$ cat src/rtl/va_cls_pkg.sv
package va_cls_pkg;
  localparam int NUM_FLAGS = 5;
  typedef struct packed {
    logic dm_ok;
    logic tlb_req;
    logic fault;
    logic reserved;
    logic attr_err;
  } va_flags_t;
  localparam logic [1:0] ATTR_STRONG_UC = 2'd0;
  localparam logic [1:0] ATTR_COH_C     = 2'd1;
endpackage

$ cat src/rtl/va_cls_region_dec.sv
module va_cls_region_dec #(
  parameter int VA_W     = 64,
  parameter int NARROW_W = 32
) (
  input  logic            mode64,
  input  logic [VA_W-1:0] va,
  output logic [1:0]      region,
  output logic [1:0]      abits
);
  always_comb begin
    if (mode64) begin
      region = va[VA_W-1 -: 2];
    end else if (!va[NARROW_W-1]) begin
      region = 2'd0;
    end else if (va[NARROW_W-2]) begin
      region = 2'd3;
    end else begin
      region = va[NARROW_W-3] ? 2'd2 : 2'd1;
    end
    abits = va[VA_W-3 -: 2];
  end
endmodule

$ cat src/rtl/va_cls_policy.sv
module va_cls_policy #(
  parameter int PLV_W = 2
) (
  input  logic                  mode64,
  input  logic [PLV_W-1:0]      plv,
  input  logic [1:0]            region,
  input  logic [1:0]            abits,
  output va_cls_pkg::va_flags_t flags,
  output logic [1:0]            attr
);
  import va_cls_pkg::*;
  logic is_page, is_fixed, kern_only;
  always_comb begin
    is_page   = (region == 2'd0) || (region == 2'd3);
    is_fixed  = !is_page;
    kern_only = (region != 2'd0);
    flags.fault    = (plv != '0) && kern_only;
    flags.reserved = !flags.fault && mode64 && (region == 2'd1);
    flags.attr_err = !flags.fault && mode64 && (region == 2'd2) && (abits == 2'd3);
    flags.dm_ok    = !flags.fault && !flags.reserved && !flags.attr_err && is_fixed;
    flags.tlb_req  = !flags.fault && is_page;
    if (flags.dm_ok)
      attr = mode64 ? abits : ((region == 2'd2) ? ATTR_COH_C : ATTR_STRONG_UC);
    else if (flags.tlb_req)
      attr = ATTR_COH_C;
    else
      attr = 2'd0;
  end
endmodule

$ cat src/rtl/va_cls_pa_form.sv
module va_cls_pa_form #(
  parameter int VA_W     = 64,
  parameter int NARROW_W = 32
) (
  input  logic            en,
  input  logic            mode64,
  input  logic [VA_W-1:0] va,
  output logic [VA_W-1:0] pa
);
  localparam int WIDE_KEEP   = VA_W - 4;
  localparam int NARROW_KEEP = NARROW_W - 2;
  always_comb begin
    pa = '0;
    if (en) begin
      if (mode64) pa[WIDE_KEEP-1:0]   = va[WIDE_KEEP-1:0];
      else        pa[NARROW_KEEP-1:0] = va[NARROW_KEEP-1:0];
    end
  end
endmodule

$ cat src/rtl/va_cls_out_stage.sv
module va_cls_out_stage #(
  parameter int W       = 8,
  parameter bit REG_OUT = 1
) (
  input  logic         clk,
  input  logic         rst,
  input  logic         in_valid,
  input  logic [W-1:0] d,
  output logic         out_valid,
  output logic [W-1:0] q
);
  generate
    if (REG_OUT) begin : g_reg
      always_ff @(posedge clk) begin
        if (rst) begin
          out_valid <= 1'b0;
          q         <= '0;
        end else begin
          out_valid <= in_valid;
          q         <= d;
        end
      end
    end else begin : g_comb
      logic unused_ok;
      assign unused_ok = clk ^ rst;
      assign out_valid = in_valid;
      assign q         = d;
    end
  endgenerate
endmodule

$ cat src/rtl/va_region_classifier.sv
module va_region_classifier #(
  parameter int VA_W     = 64,
  parameter int NARROW_W = 32,
  parameter int PLV_W    = 2,
  parameter bit REG_OUT  = 1
) (
  input  logic             clk,
  input  logic             rst,
  input  logic             in_valid,
  input  logic             mode64,
  input  logic [PLV_W-1:0] plv,
  input  logic [VA_W-1:0]  vaddr,
  output logic             out_valid,
  output logic [1:0]       region,
  output logic             dm_ok,
  output logic             tlb_req,
  output logic             fault,
  output logic             reserved,
  output logic             attr_err,
  output logic [1:0]       attr,
  output logic [VA_W-1:0]  pa
);
  import va_cls_pkg::*;
  localparam int BUS_W = VA_W + 4 + NUM_FLAGS;

  logic [1:0]      c_region, c_abits, c_attr;
  va_flags_t       c_flags, r_flags;
  logic [VA_W-1:0] c_pa;
  logic [BUS_W-1:0] bus_d, bus_q;

  va_cls_region_dec #(.VA_W(VA_W), .NARROW_W(NARROW_W)) u_dec (
    .mode64(mode64), .va(vaddr), .region(c_region), .abits(c_abits));

  va_cls_policy #(.PLV_W(PLV_W)) u_pol (
    .mode64(mode64), .plv(plv), .region(c_region), .abits(c_abits),
    .flags(c_flags), .attr(c_attr));

  va_cls_pa_form #(.VA_W(VA_W), .NARROW_W(NARROW_W)) u_pa (
    .en(c_flags.dm_ok), .mode64(mode64), .va(vaddr), .pa(c_pa));

  assign bus_d = {c_region, c_attr, c_flags, c_pa};

  va_cls_out_stage #(.W(BUS_W), .REG_OUT(REG_OUT)) u_out (
    .clk(clk), .rst(rst), .in_valid(in_valid), .d(bus_d),
    .out_valid(out_valid), .q(bus_q));

  assign {region, attr, r_flags, pa} = bus_q;
  assign dm_ok    = r_flags.dm_ok;
  assign tlb_req  = r_flags.tlb_req;
  assign fault    = r_flags.fault;
  assign reserved = r_flags.reserved;
  assign attr_err = r_flags.attr_err;
endmodule

$ cat config.mk
export PLATFORM = sky130hd
export DESIGN_NAME = va_region_classifier
export DESIGN_NICKNAME = d
export VERILOG_FILES = /design/src/rtl/va_cls_pkg.sv /design/src/rtl/va_cls_region_dec.sv /design/src/rtl/va_cls_policy.sv /design/src/rtl/va_cls_pa_form.sv /design/src/rtl/va_cls_out_stage.sv /design/src/rtl/va_region_classifier.sv
export SDC_FILE = /design/constraint.sdc
export NUM_CORES = 1
export LEC_CHECK = 0
export BUFFER_PORTS_ARGS = -buffer_cell sky130_fd_sc_hd__buf_4
export CORE_ASPECT_RATIO = 1.1
export CORE_MARGIN = 4
export CORE_UTILIZATION = 36
export DETAILED_ROUTE_END_ITERATION = 6
export PLACE_DENSITY = 0.76
export SYNTH_ARGS = -nofsm -noshare
export SYNTH_HDL_FRONTEND = slang
export SYNTH_SLANG_ARGS = --single-unit
$ cat constraint.sdc
create_clock -name clk -period 2.43 [get_ports clk]
set_clock_uncertainty 0.15 [all_clocks]
set_input_delay 0.486 -clock clk [delete_from_list [all_inputs] [get_ports clk]]
set_output_delay 0.486 -clock clk [all_outputs]
set_load 0.005 [all_outputs]
* Word-level counts from Yosys, hierarchy flattened
Index checks and enable logic that the tools add are counted.
Word-level totals: register bits 74, input port bits 70, output and inout port bits 74, logic and storage cells 38
Cells by class: equality and inequality tests 4, mux-type cells 8, bitwise operators 2, reduce and logical (&&, ||, !) cells 19
Operators with widths (number):
- 2-bit two-way mux | 6
- 1-bit logical AND | 9
- 2-bit == test (second input constant) | 3
- 1-bit zero test | 4
- 2-bit nonzero test | 2
- 3-bit OR reduction | 1
- 2-bit by 1-bit == test with 1-bit output (second input constant) | 1
- 2-bit zero test | 1
- 1-bit two-way mux | 2
- 1-bit inverter | 2
- 2-bit OR reduction | 1
- 1-bit logical OR | 1

* Logic depth before layout (Yosys ltp)
Gate-level depths: netlist (run 1).
depth after elaboration 15, depth in mapped cells 9

* Modules after synthesis
From an unflattened synthesis (run 1), not the netlist that was laid out.
Unflattened totals: cell total of the unflattened synthesis 260, area, all modules 2687.6 µm²
Modules (own cells, without submodules):
- va_cls_out_stage | times used 1, cells each 156, area each 2028.2 µm²
- va_cls_pa_form | times used 1, cells each 74, area each 462.9 µm²
- va_cls_policy | times used 1, cells each 21, area each 147.6 µm²
- va_cls_region_dec | times used 1, cells each 9, area each 48.8 µm²

* Worst setup path before layout (run 1)
OpenSTA, ideal clock, no wires.
path kind input-to-reg, start input port mode64, end register u_out.q[17], library setup time 0.059 ns, data arrival time 2.153 ns, path slack 0.068 ns, stages 7, path buffers 2, cells stage by stage buf_2 -> o31a_1 -> ha_1 -> a31o_4 -> a2111oi_4 -> buf_6 -> and2_1
Between the ends: cells in the longest elaborated chain, start to end 12, elaborated cells on any way between the ends 21, those cells by class eq/ne (3); mux (1); bitwise (1); reduce/logical (16)
RTL lines:
- start: declaration | line va_region_classifier.sv:10 | input logic mode64,
- 2-bit two-way mux | line va_cls_region_dec.sv:11 | if (mode64) begin
- 2-bit nonzero test | line va_cls_policy.sv:16 | kern_only = (region != 2'd0);
- 1-bit logical AND | line va_cls_policy.sv:17 | flags.fault = (plv != '0) && kern_only;
- 1-bit zero test | line va_cls_policy.sv:18, va_cls_policy.sv:19, va_cls_policy.sv:20
- 1-bit logical AND | line va_cls_policy.sv:18, va_cls_policy.sv:19
- 1-bit logical AND, on equally long branches | line va_cls_policy.sv:18, va_cls_policy.sv:19
- 1-bit zero test or 1-bit logical AND (tied branches) | line va_cls_policy.sv:20, va_cls_policy.sv:19
- 1-bit logical AND or 1-bit zero test (tied branches) | line va_cls_policy.sv:20 | flags.dm_ok = !flags.fault && !flags.reserved && !flags.attr_err && is_fixed;
- 1-bit logical AND | line va_cls_policy.sv:20
- 1-bit logical AND * | line va_cls_policy.sv:20
- 1-bit inverter (no source line) *
- 2-bit OR reduction (no source line) *
- end signal: assignment | line va_cls_out_stage.sv:17 | q <= '0;
- end signal: assignment | line va_cls_out_stage.sv:20 | q <= d;
- end: declaration | line va_cls_out_stage.sv:10 | output logic [W-1:0] q
Mark *: on every way between the ends. The rest lies on a longest branch, timed or not. A chain may end at the register's enable or synchronous reset.

* Worst setup path in the final report (run 1)
start input port vaddr[29], end register u_out.q[20]
Between the ends: cells in the longest elaborated chain, start to end 15, elaborated cells on any way between the ends 24, those cells by class eq/ne (3); mux (4); bitwise (1); reduce/logical (16)
RTL lines:
- start: declaration | line va_region_classifier.sv:12 | input logic [VA_W-1:0] vaddr,
- 2-bit two-way mux * | line va_cls_region_dec.sv:18 | region = va[NARROW_W-3] ? 2'd2 : 2'd1;
- 2-bit two-way mux * | line va_cls_region_dec.sv:15 | end else if (va[NARROW_W-2]) begin
- 2-bit two-way mux * | line va_cls_region_dec.sv:13 | end else if (!va[NARROW_W-1]) begin
- 2-bit two-way mux * | line va_cls_region_dec.sv:11
- 2-bit nonzero test | line va_cls_policy.sv:16
- 1-bit logical AND | line va_cls_policy.sv:17
- 1-bit zero test | line va_cls_policy.sv:18, va_cls_policy.sv:19, va_cls_policy.sv:20
- 1-bit logical AND | line va_cls_policy.sv:18, va_cls_policy.sv:19
- 1-bit logical AND, on equally long branches | line va_cls_policy.sv:18, va_cls_policy.sv:19
- 1-bit zero test or 1-bit logical AND (tied branches) | line va_cls_policy.sv:20, va_cls_policy.sv:19
- 1-bit logical AND or 1-bit zero test (tied branches) | line va_cls_policy.sv:20
- 1-bit logical AND | line va_cls_policy.sv:20
- 1-bit logical AND * | line va_cls_policy.sv:20
- 1-bit inverter (no source line) *
- 2-bit OR reduction (no source line) *
Marked as above.

==> results of run 1 <==
==> per-layer routing <==
metal  global-route usage  wire length, µm  share of wire  vias up
met5                    0                0              0        -
met4               0.0753               90          0.018        0
met3               0.0601              538           0.11       10
met2                0.244             2530           0.52       84
met1                0.143             1740           0.35      672
li1                     -                -              -      835
==> how the worst max path moves through the flow <==
stage              start          end  slack [ns]  cells after the start
2_1_floorplan     mode64  u_out.q[17]        0.07                      7
4_1_cts        vaddr[29]   u_out.q[4]        0.32                      8
5_1_grt        vaddr[29]   u_out.q[4]        0.23                      9
3_3_place_gp   vaddr[29]  u_out.q[15]        0.04                      8
6_report       vaddr[29]  u_out.q[20]        0.32                      9
3_5_place_dp   vaddr[29]  u_out.q[20]       -0.03                      8
==> flip-flops by register name, summed over array words and instances, names as in the netlist <==
signal / cells
u_out.q: 69
u_out.out_valid: 1
==> through the flow <==
stage	TNS [ns]	setup WS (ns)
after global routing	0	0.225
after detailed placement	-0.201	-0.0255
after CTS	0	0.319
after global placement	0	0.0387
after floorplan	0	0.0680
final	0	0.319
==> power breakdown <==
| part | total [mW] | internal (mW) | switching [mW] |
|---|---|---|---|
| combinational | 0.265 | 0.173 | 0.0920 |
| clock | 0.810 | 0.419 | 0.391 |
| sequential | 1.20 | 1.19 | 0.0109 |
==> cell usage in the layout, fill, tap and decap left out <==
| cell | synthesis | final |
|---|---|---|
| clkinv_2 | 0 | 1 |
| o31a_1 | 1 | 1 |
| o21ba_2 | 1 | 1 |
| nor2_1 | 4 | 4 |
| clkbuf_8 | 0 | 11 |
| ha_1 | 3 | 3 |
| inv_1 | 4 | 4 |
| buf_12 | 0 | 2 |
| nor4_4 | 0 | 1 |
| a31oi_1 | 1 | 1 |
| clkbuf_1 | 3 | 1 |
| clkinvlp_4 | 0 | 2 |
| nand3_1 | 1 | 1 |
| nand2_1 | 4 | 4 |
| nand4b_1 | 1 | 1 |
| or2_2 | 1 | 1 |
| buf_4 | 4 | 144 |
| and3_1 | 3 | 3 |
| a31o_4 | 1 | 1 |
| nor3_1 | 1 | 1 |
| nand2b_1 | 1 | 1 |
| conb_1 | 1 | 4 |
| a2111oi_4 | 1 | 1 |
| dfxtp_1 | 70 | 70 |
| nor2b_1 | 3 | 3 |
| and2_1 | 60 | 60 |
| o21a_1 | 1 | 1 |
| o21ai_0 | 1 | 1 |
==> cells by family after synthesis <==
kind of cell	share of synthesized area
adder cells (fa/ha/maj)	0.0178
AND/OR/NAND/NOR	0.231
other	0.00178
AO/OA/AOI/OAI	0.0392
buffers and inverters	0.0451
flip-flops	0.665
==> cell type report <==
cell class	instances	area (µm²)	share of cell area
Clock buffer	12	155	0.0451
Clock inverter	3	20.0	0.00582
Inverter	4	15.0	0.00437
Multi-Input combinational cell	94	631	0.183
Sequential cell	70	1400	0.408
Tap cell	75	93.8	0.0273
Timing Repair Buffer	146	1120	0.326
==> flow_summary.toml, run 1 <==
[clock_tree]
cts_resized = 0
cts_root_buf = "clkbuf_8"
cts-buffers-inserted = 9
clock_path_buffers = 2
cts.sinks = 70
cts.reportedPaths.clkPinSlew_ns = 0.07
htreeDepth = 3
tritoncts = "built"
cts_setup_buffers = 0
cts.hold.buffers_added = 0

[timing]
max_freq_mhz = 474
fin_hold_ws_ns = 0.207
setup_viol = 0
final_max_slew_viol_count = 0
hold_viol_final = 0
post-route-period-util = 0.869
period_minus_slack_ns = 2.11
rsz0062_at_grt = "no"

[worst_setup_path]
worst-path-buf-inv = 4
critPathMaxFanout = 31
critPathTopFamily = "compound AO/OA/AOI/OAI gates"
max_stage_delay_ns = 0.35
cp_cell_sequence = "buf_4 -> nor2b_1 -> o31a_1 -> buf_4 -> ha_1 -> inv_1 -> a2111oi_4 -> buf_12 -> and2_1"
arrival_ns = 2.23
crit_required_ns = 2.55
end_kind = "flip-flop"
critPathKind = "primary input to flip-flop"
crit_top_cell = "buf_4"
start_kind = "primary input"
slowest_stage = "a2111oi_4"

[detailed_routing]
vias_per_cell = 3.96
wire_per_inst_um = 12.1
drt_iter0_drc = 28
vias = 1601
ant_nets = 0
wirelength_um = 4900
dr.pass1.iters = 2
drc = 0

[cells_and_area]
n_antenna_cell = 0
drive_above_1_share = 0.502
nFillCells = 490
final_util = 0.621
syn_to_final_growth_pct = 63.1
stdcell_count = 404
final_area_um2 = 3440
fin_nets = 398

[yosys]
synth_top_area_cell = "dfxtp_1"
yosysMostFrequentCell = "dfxtp_1"
ys_seq_area_frac = 0.665
synth_edf_count = 0
ys.flop_type = "dfxtp_1"
async_flop_share = 0
syn_inst = 176
yosysWarnings = 0
ys_top_cells_by_area = "dfxtp_1 67%, and2_1 18%, ha_1 1.8%"
ys_seq_elements = 70
synth_commonest_cells = "70 x dfxtp_1, 60 x and2_1"
yosysTopAreaCellShare = 0.665
yosys.cell_types.count = 26
synth_area_per_cell_um2 = 12.0
syn-cell-area_um2 = 2110

[power_and_ir_drop]
power_leakage_nw = 1.71
power.density_nw_per_um2 = 662
p_total_mw = 2.28
vdd_drop_max_v = 0.000396

[outcome]
status = "finished clean"

[hold_path]
whs_endpoint = "u_out.q[18]"
hp-start = "vaddr[18]"
hold_depth = 2
hp-class = "primary input to flip-flop"

[placement]
place_inst = 389
dp_hpwl_um = 3900
detailed_place.area_um2 = 3260
port_buffers = 139
gp_congestion = 0.721

[die]
die_w_um = 80.9
core-area_um2 = 5540
die_h_um = 88.2
num_rows = 28
io_pins = 144
initial_core_util = 0.381
die_area_um2 = 7140

[global_routing]
grt_pass1_vias = 1625
grt_max_degree = 32
grt_overflow_total = 0
antenna_found_initial = 0
grt_use_total = 0.141
grt_pass1_wl_um = 7460

[flow_run]
max-cap-violations = 0
Note: power is estimated with default switching activity, not from simulation.
==> run 2: changes to the inputs <==
--- a/config.mk
+++ b/config.mk
@@ -5,12 +5,13 @@
 export SDC_FILE = /design/constraint.sdc
 export NUM_CORES = 1
 export LEC_CHECK = 0
-export BUFFER_PORTS_ARGS = -buffer_cell sky130_fd_sc_hd__buf_4
+export ABC_AREA = 1
 export CORE_ASPECT_RATIO = 1.1
 export CORE_MARGIN = 4
-export CORE_UTILIZATION = 36
+export CORE_UTILIZATION = 60
 export DETAILED_ROUTE_END_ITERATION = 6
-export PLACE_DENSITY = 0.76
+export DONT_BUFFER_PORTS = 1
+export PLACE_DENSITY = 0.78
 export SYNTH_ARGS = -nofsm -noshare
 export SYNTH_HDL_FRONTEND = slang
 export SYNTH_SLANG_ARGS = --single-unit
==> constraint.sdc (replaced) <==
create_clock -name clk -period 2.4 [get_ports clk]
set_clock_uncertainty 0.15 [all_clocks]
set_input_delay 0.48 -clock clk [delete_from_list [all_inputs] [get_ports clk]]
set_output_delay 0.48 -clock clk [all_outputs]
set_load 0.005 [all_outputs]
==> flow_summary.toml, run 2 <==
[power_and_ir_drop]
p_total_mw = 2.23
vdd_drop_max_v = 0.000615
power.density_nw_per_um2 = 922
power_leakage_nw = 1.12

[timing]
finalSetupTns_ns = 0
setup_viol = 0
rsz0062_at_grt = "no"
setup_slack_ns = 0.645
post-route-period-util = 0.731
hold_viol_final = 0
period_minus_slack_ns = 1.75
final_max_slew_viol_count = 0
max_freq_mhz = 570

[yosys]
yosysWarnings = 0
ys.flop_type = "dfxtp_1"
ys_seq_elements = 70
synth_top_area_cell = "dfxtp_1"
synth_edf_count = 0
synth_commonest_cells = "70 x dfxtp_1, 40 x inv_1, 36 x nor2_1, 25 x nor3b_1, 11 x nand2_1"
synth_area_per_cell_um2 = 10.2
ys_seq_area_frac = 0.630
yosys.cell_types.count = 20
async_flop_share = 0
ys_top_cells_by_area = "dfxtp_1 63%, nor3b_1 8.4%, inv_1 6.8%"
syn-cell-area_um2 = 2220
yosysMostFrequentCell = "dfxtp_1"
yosysTopAreaCellShare = 0.630
syn_inst = 218

[worst_setup_path]
critPathMaxFanout = 30
critPathKind = "primary input to flip-flop"
crit_start = "vaddr[31]"
start_kind = "primary input"
arrival_ns = 1.89
crit_required_ns = 2.53
end_kind = "flip-flop"
cp-endpoint = "u_out.q[69]"

[cells_and_area]
largest_register = "u_out.q"
final_cell_mix = "70 x dfxtp_1, 40 x inv_1, 36 x nor2_1"
final_area_um2 = 2420
syn_to_final_growth_pct = 8.72
drive_above_1_share = 0.132
n_antenna_cell = 0
largest_register_ffs = 69
stdcell_count = 276
fin_nets = 296
top_regs = "u_out.q: 69 flops, u_out.out_valid: 1 flops"
final_common_cell = "dfxtp_1"

[die]
num_rows = 22
die_h_um = 71.8
core-area_um2 = 3440
initial_core_util = 0.646
die_area_um2 = 4740
io_pins = 144
die_w_um = 66.0

[detailed_routing]
wire_per_inst_um = 15.9
drc = 0
drt_iter0_drc = 52
vias_per_cell = 4.89
vias = 1349
ant_nets = 0
wirelength_um = 4390
dr.pass1.iters = 5

[clock_tree]
tritoncts = "built"
htreeDepth = 3
clock_path_buffers = 2
cts-buffers-inserted = 9
cts_setup_buffers = 0
cts.sinks = 70
cts_resized = 0
cts_root_buf = "clkbuf_4"
cts.reportedPaths.clkPinSlew_ns = 0.11

[global_routing]
grt_use_total = 0.184
grt_pass1_wl_um = 6330
grt_pass1_vias = 1335
grt_overflow_total = 0
grt_max_degree = 32
antenna_found_initial = 0

[placement]
dp_hpwl_um = 3360
place_inst = 259
detailed_place.area_um2 = 2230
port_buffers = 0
gp_congestion = 0.741
post-place-ws_ns = 0.221

[outcome]
status = "finished clean"

[hold_path]
hp-class = "primary input to flip-flop"

[flow_run]
max-cap-violations = 0
## run 2: changes by cell type after synthesis, moves of 3 or more
cell,previous run,this run
nor2b_1,3,0
and3_1,3,0
buf_6,3,6
nor3b_2,0,4
nand2_1,4,11
and2_1,60,0
inv_1,4,40
nor2_2,0,4
nor3b_1,0,25
clkbuf_1,3,0
nor2_1,4,36
## run 2: cell type report
type | count | area [µm²]
Multi-Input combinational cell | 97 | 567
Clock buffer | 13 | 113
Fill cell | 258 | 1020
Sequential cell | 70 | 1400
Inverter | 41 | 154
Tap cell | 48 | 60.1
Timing Repair Buffer | 4 | 57.6
Clock inverter | 3 | 65.1
## run 2: power by group
group	internal (mW)	total, mW	switching (mW)
registers	1.21	1.24	0.0263
clock network	0.508	0.874	0.366
logic	0.0484	0.118	0.0693
## run 2: logic make-up after synthesis
logic type / after synthesis / share of synthesized area
AND/OR/NAND/NOR: 85 / 0.214
flip-flops: 70 / 0.630
buffers and inverters: 54 / 0.120
AO/OA/AOI/OAI: 5 / 0.0174
adder cells (fa/ha/maj): 3 / 0.0169
other: 1 / 0.00169
## run 2: critical path, stage by stage
cell	delay (ns)
inv_1	0.04
nor2_1	0.10
o21ai_0	0.09
nand2_1	0.08
inv_1	0.07
ha_1	0.21
o21bai_4	0.19
nand3_2	0.09
buf_4	0.31
nor2_1	0.11
nand2_1	0.07
nand2_1	0.04
## run 2: repair_timing
action / in CTS / in global routing
setup endpoints to repair: 0 / 0
endpoints found under the hold margin: 6 / 0
hold buffers: 1 / 0
## run 2: worst min-delay path by stage
stage	from	to	slack [ns]	cells after the start
after floorplan	rst	u_out.out_valid	0.40	1
after global placement	rst	u_out.out_valid	0.40	1
after detailed placement	rst	u_out.q[66]	0.41	1
after CTS	vaddr[35]	u_out.q[35]	0.02	2
after global routing	vaddr[54]	u_out.q[54]	0.005	2
final	vaddr[35]	u_out.q[35]	0.04	2
## run 2: per-stage QoR
stage / utilization / hold WS [ns]
floorplan: - / 0.401
global placement: 0.648 / 0.403
detailed placement: 0.648 / 0.405
CTS: 0.703 / 0.0157
global route: 0.703 / 0.00517
finish: 0.703 / 0.0389
## run 2: per-layer routing
layer / part of all wire / global-route usage
met5: 0 / 0
met1: 0.34 / 0.175
met3: 0.12 / 0.0799
met2: 0.52 / 0.314
met4: 0.025 / 0.124
==> run 3: changes to the inputs <==
==> constraint.sdc (replaced) <==
create_clock -name clk -period 1.66 [get_ports clk]
set_clock_uncertainty 0.15 [all_clocks]
set_input_delay 0.332 -clock clk [delete_from_list [all_inputs] [get_ports clk]]
set_output_delay 0.332 -clock clk [all_outputs]
set_load 0.005 [all_outputs]
==> flow_summary.toml, run 3 (synthesis results as in run 2) <==
[outcome]
status = "finished clean"

[die]
core-area_um2 = 3440
initial_core_util = 0.646
num_rows = 22
die_h_um = 71.8
io_pins = 144
die_area_um2 = 4740
die_w_um = 66.0

[cells_and_area]
syn_to_final_growth_pct = 41.0
largest_register = "u_out.q"
n_antenna_cell = 0
top_regs = "u_out.q: 69 flops, u_out.out_valid: 1 flops"
largest_register_ffs = 69
fin_nets = 371
nFillCells = 127
drive_above_1_share = 0.173
final_common_cell = "dfxtp_1"
final_cell_mix = "70 x dfxtp_1, 62 x dlygate4sd3_1, 37 x inv_1"

[timing]
setup_slack_ns = 0.0514
period_minus_slack_ns = 1.61
fin_hold_ws_ns = 0.0486
hold_viol_final = 0
setup_viol = 0
final_max_slew_viol_count = 0
post-route-period-util = 0.969
max_freq_mhz = 622

[power_and_ir_drop]
power_leakage_nw = 1.44
vdd_drop_max_v = 0.000732
power.density_nw_per_um2 = 996
p_total_mw = 3.12

[hold_path]
hp-class = "primary input to flip-flop"

[clock_tree]
cts-buffers-inserted = 9
htreeDepth = 3
cts.sinks = 70
cts_setup_buffers = 0
cts.reportedPaths.clkPinSlew_ns = 0.09
tritoncts = "built"
clock_path_buffers = 2
cts_root_buf = "clkbuf_4"

[detailed_routing]
vias_per_cell = 5.03
drc = 0
dr.pass1.iters = 4
wirelength_um = 7070
drt_iter0_drc = 79
vias = 1755
ant_nets = 0
wire_per_inst_um = 20.3

[worst_setup_path]
cp_cell_sequence = "inv_1 -> o21ai_1 -> nand2_1 -> buf_4 -> ha_1 -> nand2_1 -> inv_1 -> nand2_1 -> nand2_2 -> buf_12 -> nor3b_1"
critPathKind = "primary input to flip-flop"
end_kind = "flip-flop"
arrival_ns = 1.76
slowest_stage = "nor3b_1"
crit_top_cell = "nand2_1"
critPathTopFamily = "simple AND/OR/NAND/NOR gates"
max_stage_delay_ns = 0.24
start_kind = "primary input"
crit_required_ns = 1.82
worst-path-buf-inv = 4
critPathMaxFanout = 23

[global_routing]
grt_overflow_total = 0
grt_pass1_wl_um = 10300
grt_pass1_vias = 1947
grt_max_degree = 32
antenna_found_initial = 0
grt_use_total = 0.306

[placement]
gp_congestion = 0.741
post-place-ws_ns = -0.231
dp_hpwl_um = 3420
port_buffers = 0

[flow_run]
max-cap-violations = 0
==> run 3: cell count changes in the layout (fill, tap and decap cells not counted), moves of 2 or more <==
| cell | before | now |
|---|---|---|
| dlygate4sd3_1 | 1 | 62 |
| buf_4 | 1 | 13 |
| inv_1 | 40 | 37 |
| nor3b_1 | 25 | 22 |
| nor3b_2 | 4 | 7 |
| bufinv_16 | 2 | 0 |
| inv_2 | 0 | 2 |
| nor2_1 | 36 | 34 |
| o21ai_0 | 3 | 1 |
==> run 3: layout make-up <==
cell class              instances  area (µm²)  share of cell area
well taps                      48        60.1              0.0192
inverters                      41         168              0.0535
repair buffers                 79         782               0.250
multi-input cells              97         606               0.193
clock buffers                  13         113              0.0359
clock inverters                 1        5.00             0.00160
flip-flops and latches         70        1400               0.447
==> run 3: where the power goes <==
group | switching [mW] | total, mW | internal [mW]
clock | 0.559 | 0.974 | 0.415
combinational | 0.157 | 0.355 | 0.197
sequential | 0.0433 | 1.79 | 1.75
==> run 3: tightest hold or removal path: cells and delay by family <==
kind / cells / cell delay, ns
AOI/OAI and AO/OA: 1 / 0.09
and+or+nand+nor: 2 / 0.14
==> run 3: final timing paths <==
kind,start,end,depth (start not counted)
max,vaddr[29],u_out.q[3],11
min,mode64,u_out.q[69],3
==> run 3: through the flow <==
stage	setup TNS (ns)	cells	cell area [µm²]	util
3_5_place_dp	-10.79	272	2360	0.685
6_report	0	349	3130	0.911
4_1_cts	0	349	3110	0.903
5_1_grt	-0.0150	349	3130	0.911
3_3_place_gp	-5.87	272	2360	0.685
2_1_floorplan	-0.00491	221	2270	-
==> run 3: layer usage <==
metal | global-route usage | vias to the layer above | part of all wire
li1 | - | 800 | -
met1 | 0.284 | 812 | 0.33
met2 | 0.569 | 116 | 0.54
met3 | 0.0972 | 27 | 0.082
met4 | 0.183 | 0 | 0.044
met5 | 0 | - | 0
==> run 3: repair_timing <==
item | in CTS | in global routing
gates resized for setup | 0 | 7
hold buffers | 63 | 0
endpoints found under the setup margin | 0 | 47
hold endpoints to repair | 68 | 0
